**src/rtl/sfe_pkg.sv**
```systemverilog
package sfe_pkg;
  typedef enum logic [1:0] {
    ST_IDLE  = 2'd0,
    ST_BODY  = 2'd1,
    ST_ESC2  = 2'd2,
    ST_CLOSE = 2'd3
  } sfe_state_e;
endpackage

```
**src/rtl/sfe_cfg_regs.sv**
```systemverilog
module sfe_cfg_regs #(
  parameter int          W           = 8,
  parameter logic [W-1:0] DEF_SEP      = 8'hC0,
  parameter logic [W-1:0] DEF_ESC      = 8'hDB,
  parameter logic [W-1:0] DEF_CODE_SEP = 8'hDD,
  parameter logic [W-1:0] DEF_CODE_ESC = 8'hDC
) (
  input  logic         clk,
  input  logic         rst,
  input  logic         we,
  input  logic [W-1:0] sep_d,
  input  logic [W-1:0] esc_d,
  input  logic [W-1:0] code_sep_d,
  input  logic [W-1:0] code_esc_d,
  output logic [W-1:0] sep_q,
  output logic [W-1:0] esc_q,
  output logic [W-1:0] code_sep_q,
  output logic [W-1:0] code_esc_q
);
  always_ff @(posedge clk) begin
    if (rst) begin
      sep_q      <= DEF_SEP;
      esc_q      <= DEF_ESC;
      code_sep_q <= DEF_CODE_SEP;
      code_esc_q <= DEF_CODE_ESC;
    end else if (we) begin
      sep_q      <= sep_d;
      esc_q      <= esc_d;
      code_sep_q <= code_sep_d;
      code_esc_q <= code_esc_d;
    end
  end
endmodule

```
**src/rtl/sfe_byte_classify.sv**
```systemverilog
module sfe_byte_classify #(
  parameter int W = 8
) (
  input  logic [W-1:0] byte_in,
  input  logic [W-1:0] sep,
  input  logic [W-1:0] esc,
  input  logic [W-1:0] code_sep,
  input  logic [W-1:0] code_esc,
  output logic         needs_esc,
  output logic [W-1:0] code
);
  logic is_sep;
  logic is_esc;

  assign is_sep    = (byte_in == sep);
  assign is_esc    = (byte_in == esc);
  assign needs_esc = is_sep | is_esc;
  // separator match wins when both configured bytes are equal
  assign code      = is_sep ? code_sep : code_esc;
endmodule

```
**src/rtl/sfe_out_reg.sv**
```systemverilog
module sfe_out_reg #(
  parameter int W = 8
) (
  input  logic         clk,
  input  logic         rst,
  input  logic         load,
  input  logic [W-1:0] load_data,
  input  logic         out_ready,
  output logic         out_valid,
  output logic [W-1:0] out_data,
  output logic         room
);
  assign room = !out_valid || out_ready;

  always_ff @(posedge clk) begin
    if (rst) begin
      out_valid <= 1'b0;
    end else if (load) begin
      out_valid <= 1'b1;
    end else if (out_ready) begin
      out_valid <= 1'b0;
    end
  end

  always_ff @(posedge clk) begin
    if (load) out_data <= load_data;
  end
endmodule

```
**src/rtl/sep_frame_encoder.sv**
```systemverilog
module sep_frame_encoder
  import sfe_pkg::*;
#(
  parameter int           W            = 8,
  parameter logic [W-1:0] DEF_SEP      = 8'hC0,
  parameter logic [W-1:0] DEF_ESC      = 8'hDB,
  parameter logic [W-1:0] DEF_CODE_SEP = 8'hDD,
  parameter logic [W-1:0] DEF_CODE_ESC = 8'hDC
) (
  input  logic         clk,
  input  logic         rst,
  input  logic         cfg_we,
  input  logic [W-1:0] cfg_sep,
  input  logic [W-1:0] cfg_esc,
  input  logic [W-1:0] cfg_code_sep,
  input  logic [W-1:0] cfg_code_esc,
  input  logic         in_valid,
  output logic         in_ready,
  input  logic [W-1:0] in_data,
  input  logic         in_keep,
  input  logic         in_last,
  output logic         out_valid,
  input  logic         out_ready,
  output logic [W-1:0] out_data
);
  logic [W-1:0] sep_q, esc_q, code_sep_q, code_esc_q;
  logic         needs_esc;
  logic [W-1:0] esc_code;
  logic         room;
  logic         load;
  logic [W-1:0] load_data;

  sfe_state_e   state, state_nxt;
  logic [W-1:0] pend_code;
  logic         pend_last;
  logic         take;

  sfe_cfg_regs #(
    .W(W), .DEF_SEP(DEF_SEP), .DEF_ESC(DEF_ESC),
    .DEF_CODE_SEP(DEF_CODE_SEP), .DEF_CODE_ESC(DEF_CODE_ESC)
  ) u_cfg (
    .clk(clk), .rst(rst), .we(cfg_we),
    .sep_d(cfg_sep), .esc_d(cfg_esc),
    .code_sep_d(cfg_code_sep), .code_esc_d(cfg_code_esc),
    .sep_q(sep_q), .esc_q(esc_q),
    .code_sep_q(code_sep_q), .code_esc_q(code_esc_q)
  );

  sfe_byte_classify #(.W(W)) u_cls (
    .byte_in(in_data), .sep(sep_q), .esc(esc_q),
    .code_sep(code_sep_q), .code_esc(code_esc_q),
    .needs_esc(needs_esc), .code(esc_code)
  );

  sfe_out_reg #(.W(W)) u_out (
    .clk(clk), .rst(rst), .load(load), .load_data(load_data),
    .out_ready(out_ready), .out_valid(out_valid), .out_data(out_data),
    .room(room)
  );

  assign in_ready = (state == ST_BODY) && room;
  assign take     = in_valid && in_ready;

  always_comb begin
    state_nxt = state;
    load      = 1'b0;
    load_data = sep_q;
    unique case (state)
      ST_IDLE: begin
        if (in_valid && room) begin
          load      = 1'b1;
          load_data = sep_q;
          state_nxt = ST_BODY;
        end
      end
      ST_BODY: begin
        if (take) begin
          if (in_keep) begin
            load = 1'b1;
            if (needs_esc) begin
              load_data = esc_q;
              state_nxt = ST_ESC2;
            end else begin
              load_data = in_data;
              if (in_last) state_nxt = ST_CLOSE;
            end
          end else if (in_last) begin
            state_nxt = ST_CLOSE;
          end
        end
      end
      ST_ESC2: begin
        if (room) begin
          load      = 1'b1;
          load_data = pend_code;
          state_nxt = pend_last ? ST_CLOSE : ST_BODY;
        end
      end
      ST_CLOSE: begin
        if (room) begin
          load      = 1'b1;
          load_data = sep_q;
          state_nxt = ST_IDLE;
        end
      end
      default: state_nxt = ST_IDLE;
    endcase
  end

  always_ff @(posedge clk) begin
    if (rst) state <= ST_IDLE;
    else     state <= state_nxt;
  end

  always_ff @(posedge clk) begin
    if (rst) begin
      pend_code <= '0;
      pend_last <= 1'b0;
    end else if (take && in_keep && needs_esc) begin
      pend_code <= esc_code;
      pend_last <= in_last;
    end
  end
endmodule

```
**config.mk**
```make
export PLATFORM = sky130hd
export DESIGN_NAME = sep_frame_encoder
export DESIGN_NICKNAME = d
export VERILOG_FILES = /design/src/rtl/sfe_pkg.sv /design/src/rtl/sfe_cfg_regs.sv /design/src/rtl/sfe_byte_classify.sv /design/src/rtl/sfe_out_reg.sv /design/src/rtl/sep_frame_encoder.sv
export SDC_FILE = /design/constraint.sdc
export NUM_CORES = 1
export LEC_CHECK = 0
export BUFFER_PORTS_ARGS = -buffer_cell sky130_fd_sc_hd__buf_2
export CAP_MARGIN = 20
export CORE_MARGIN = 8
export CORE_UTILIZATION = 48
export DETAILED_ROUTE_END_ITERATION = 12
export PLACE_DENSITY = 0.8
export SLEW_MARGIN = 25
export SYNTH_ARGS = -nofsm -noshare
export SYNTH_HDL_FRONTEND = slang
export SYNTH_SLANG_ARGS = --single-unit
```
**constraint.sdc**
```tcl
create_clock -name clk -period 2.3 [get_ports clk]
set_input_delay 0 -clock clk [delete_from_list [all_inputs] [get_ports clk]]
set_output_delay 0 -clock clk [all_outputs]
set_load 0.01 [all_outputs]
```
==> results.ini <==
[floorplan]
core_area_mm2=0.005439
die_h_um=90.46
num_io_pins=57
die_w_um=90.46
rows=27
initial_core_util=0.4893
fp.dieArea_mm2=0.008183

[power]
leakagePower_nw=1.569
p_sw_uw=883.9
clockPowerShare=0.212
sw_frac_of_total=0.3312
p_seq_frac=0.436
combPwrFrac=0.352
power_density_mw_per_mm2=779.2
intPower_mw=1.785
peakVddDrop_uv=422.5

[critical_path]
required_ps=2330
critPathTopFamily=compound AO/OA/AOI/OAI gates
crit_slowest_cell=dfxtp_1
startpoint_type=flip-flop
path_buf_inv=2
arrival_ps=2030
worst_setup_path_end_kind=flip-flop
crit_start=state[0]$_SDFFE_PP0P_
crit_type=flip-flop to flip-flop
slowest_delay_ps=430
crit_top_cell=inv_1
critPathMaxFanout=8
rr_startpoint=state[0]$_SDFFE_PP0P_
cp_cell_sequence=inv_1 > ha_1 > inv_1 > o21ai_1 > a221o_1 > o21ai_0 > a21oi_1

[synth]
yosys.area.top_type=dfxtp_1
syn_area_mm2=0.002661
async_reset_ff_frac=0
syn_area_per_cell_um2=10.08
synth-main-ff-cell=dfxtp_1
synth_cell_type_count=31
synth_top_area_frac=0.3310
syn_inst=264
synth_most_common_cell=dfxtp_1
ys_ff_latch=52
synth_nets=317
ys_seq_area_frac=0.4213
synth_edf_count=8
yosys-top-cells-count=dfxtp_1 (44), mux2i_1 (29), nor2b_1 (29)
synth_warnings=0
synth_area_leaders=dfxtp_1 (33%), mux2i_1 (11%), edfxtp_1 (9.0%)

[placed_design]
port_buffers=56
hpwl_um=4365
pre_cts_ws_ps=315.5
gp_congestion=0.8762
placedCellCount=379

[detailed_routing]
wl_um=6488
drc=0
route.vias.total=2218
first_pass_iters=4
drtIter0Drc=184
vias_per_cell=5.281
final_antenna_net_count=0
wire_per_inst_um=15.45

[hold_path]
hold_start=in_valid
hp-class=primary input to flip-flop

[clock_network]
clk_pin_slew_ps=90
htree_levels=2
clock_sinks=52
cts_made_buffers=5
clk_latency_ps=300
cts_setup_buffers=0
ctsRootBufferMaster=clkbuf_8
ctsLongestPathBuffers=2
cts_tree=built

[timing]
fmax_ghz=0.5009
slew_viol_final=0
finalSetupTns_ps=0
finalHoldViolCount=0
min_period_ps=1997
finalSetupViolCount=0
clock_skew_ps=4.181
fin_ws_ps=303.5
rsz0062_at_grt=false
slew_headroom=0.5184
finalCritPeriodShare=0.8681
tightest_slew_ps=722.3

[finish]
drive_gt1_frac=0.2241
nets=400
fillers=467
layout.cells.non_filler=420
multiInputGateArea_mm2=0.001445
final-seq-area_mm2=0.001121
fin_util=0.6296
syn_to_final_growth_pct=28.68
n_antenna_cell=0

[grt]
grt_pass1_vias=2203
grt_max_degree=54
grt_pass1_wl_um=10690
antenna_found_initial=0
grt_use_total=0.1575
gr-total-overflow=0

[run_status]
status=completed

[run]
drv_cap=0

==> state kept, by name, summed over array words and instances (netlist names) <==
signal and cells:
u_cfg.code_esc_q 8, u_cfg.sep_q 8, state 2, pend_last 1, u_cfg.esc_q 8, u_out.out_valid 1
u_out.out_data 8, pend_code 8, u_cfg.code_sep_q 8
==> power groups by stage <==
stage          clock (mW)  combinational (mW)  sequential (mW)
2_1_floorplan           0               0.584             1.22
3_3_place_gp            0               0.871             1.18
3_5_place_dp            0               0.886             1.19
4_1_cts             0.582               0.931             1.16
5_1_grt             0.627                1.06             1.18
6_report            0.565               0.938             1.16
==> stage by stage <==
stage / hold slack (ps) / instance area, um2 / power, mW
floorplan: 117.9 / 2661 / 1.801
global placement: 206.2 / 2989 / 2.051
detailed placement: 211.4 / 2989 / 2.073
CTS: 35.57 / 3422 / 2.677
global route: 70.03 / 3425 / 2.864
finish: 39.86 / 3425 / 2.669
==> worst min-delay path: cells and delay by family <==
family | cells | cell delay [ps]
AO/OA/AOI/OAI | 2 | 200
buffers and inverters | 1 | 100
==> cells in the final DEF, fill, tap and decap left out, drive strengths merged <==
master	instances
a2111oi	1
a211o	19
a21oi	14
a221o	7
a22oi	1
a31oi	1
and2	1
buf	60
clkbuf	7
clkinv	1
dfxtp	44
dlygate4sd3	33
edfxtp	8
ha	6
inv	6
mux2	1
mux2i	29
nand2	4
nand2b	3
nand4	1
nor2	22
nor2b	29
nor4	4
o2111a	1
o211ai	1
o21ai	19
o41ai	9
xor2	16
==> routing by layer <==
| layer | global-route usage | up-vias | wire length (um) |
|---|---|---|---|
| met5 | 0 | - | 0 |
| met4 | 0.03745 | 0 | 75 |
| met3 | 0.05653 | 8 | 476 |
| met2 | 0.2503 | 63 | 2948 |
| met1 | 0.1973 | 1017 | 2988 |
| li1 | - | 1130 | - |
==> path summary, 6_finish.rpt <==
path	end	slack, ps	cells after the start
max	u_out.out_data[1]$_DFFE_PP_	300	7
min	u_out.out_valid$_SDFFE_PP0P_	40	3
max reg2reg	u_out.out_data[1]$_DFFE_PP_	300	7
min reg2reg	u_cfg.code_sep_q[1]$_SDFFE_PP0P_	510	2
==> layout make-up <==
type,instances,area share
clock inverter,1,0.001461
sequential,52,0.3274
tap,72,0.02631
multi-input combinational,189,0.4220
timing repair buffer,93,0.1878
inverter,6,0.006577
clock buffer,7,0.02850
==> logic make-up (layout without fill, tap and decap cells) <==
logic type                 Yosys count  count (layout)  share of synthesized area
xor gates and xnor gates            16              16                    0.05265
AOI/OAI and AO/OA                   73              73                     0.2210
and+or+nand+nor                     64              64                     0.1260
DFF                                 52              52                     0.4212
adders and majority gates            6               6                    0.02821
muxes                               30              30                     0.1133
buffers and inverters               23             107                    0.03761
==> timing repair <==
action / CTS / global route
gates resized for setup: 0 / 0
hold buffers: 33 / 0
endpoints found under the hold margin: 33 / 0
Power figures use the tool's default switching activity.
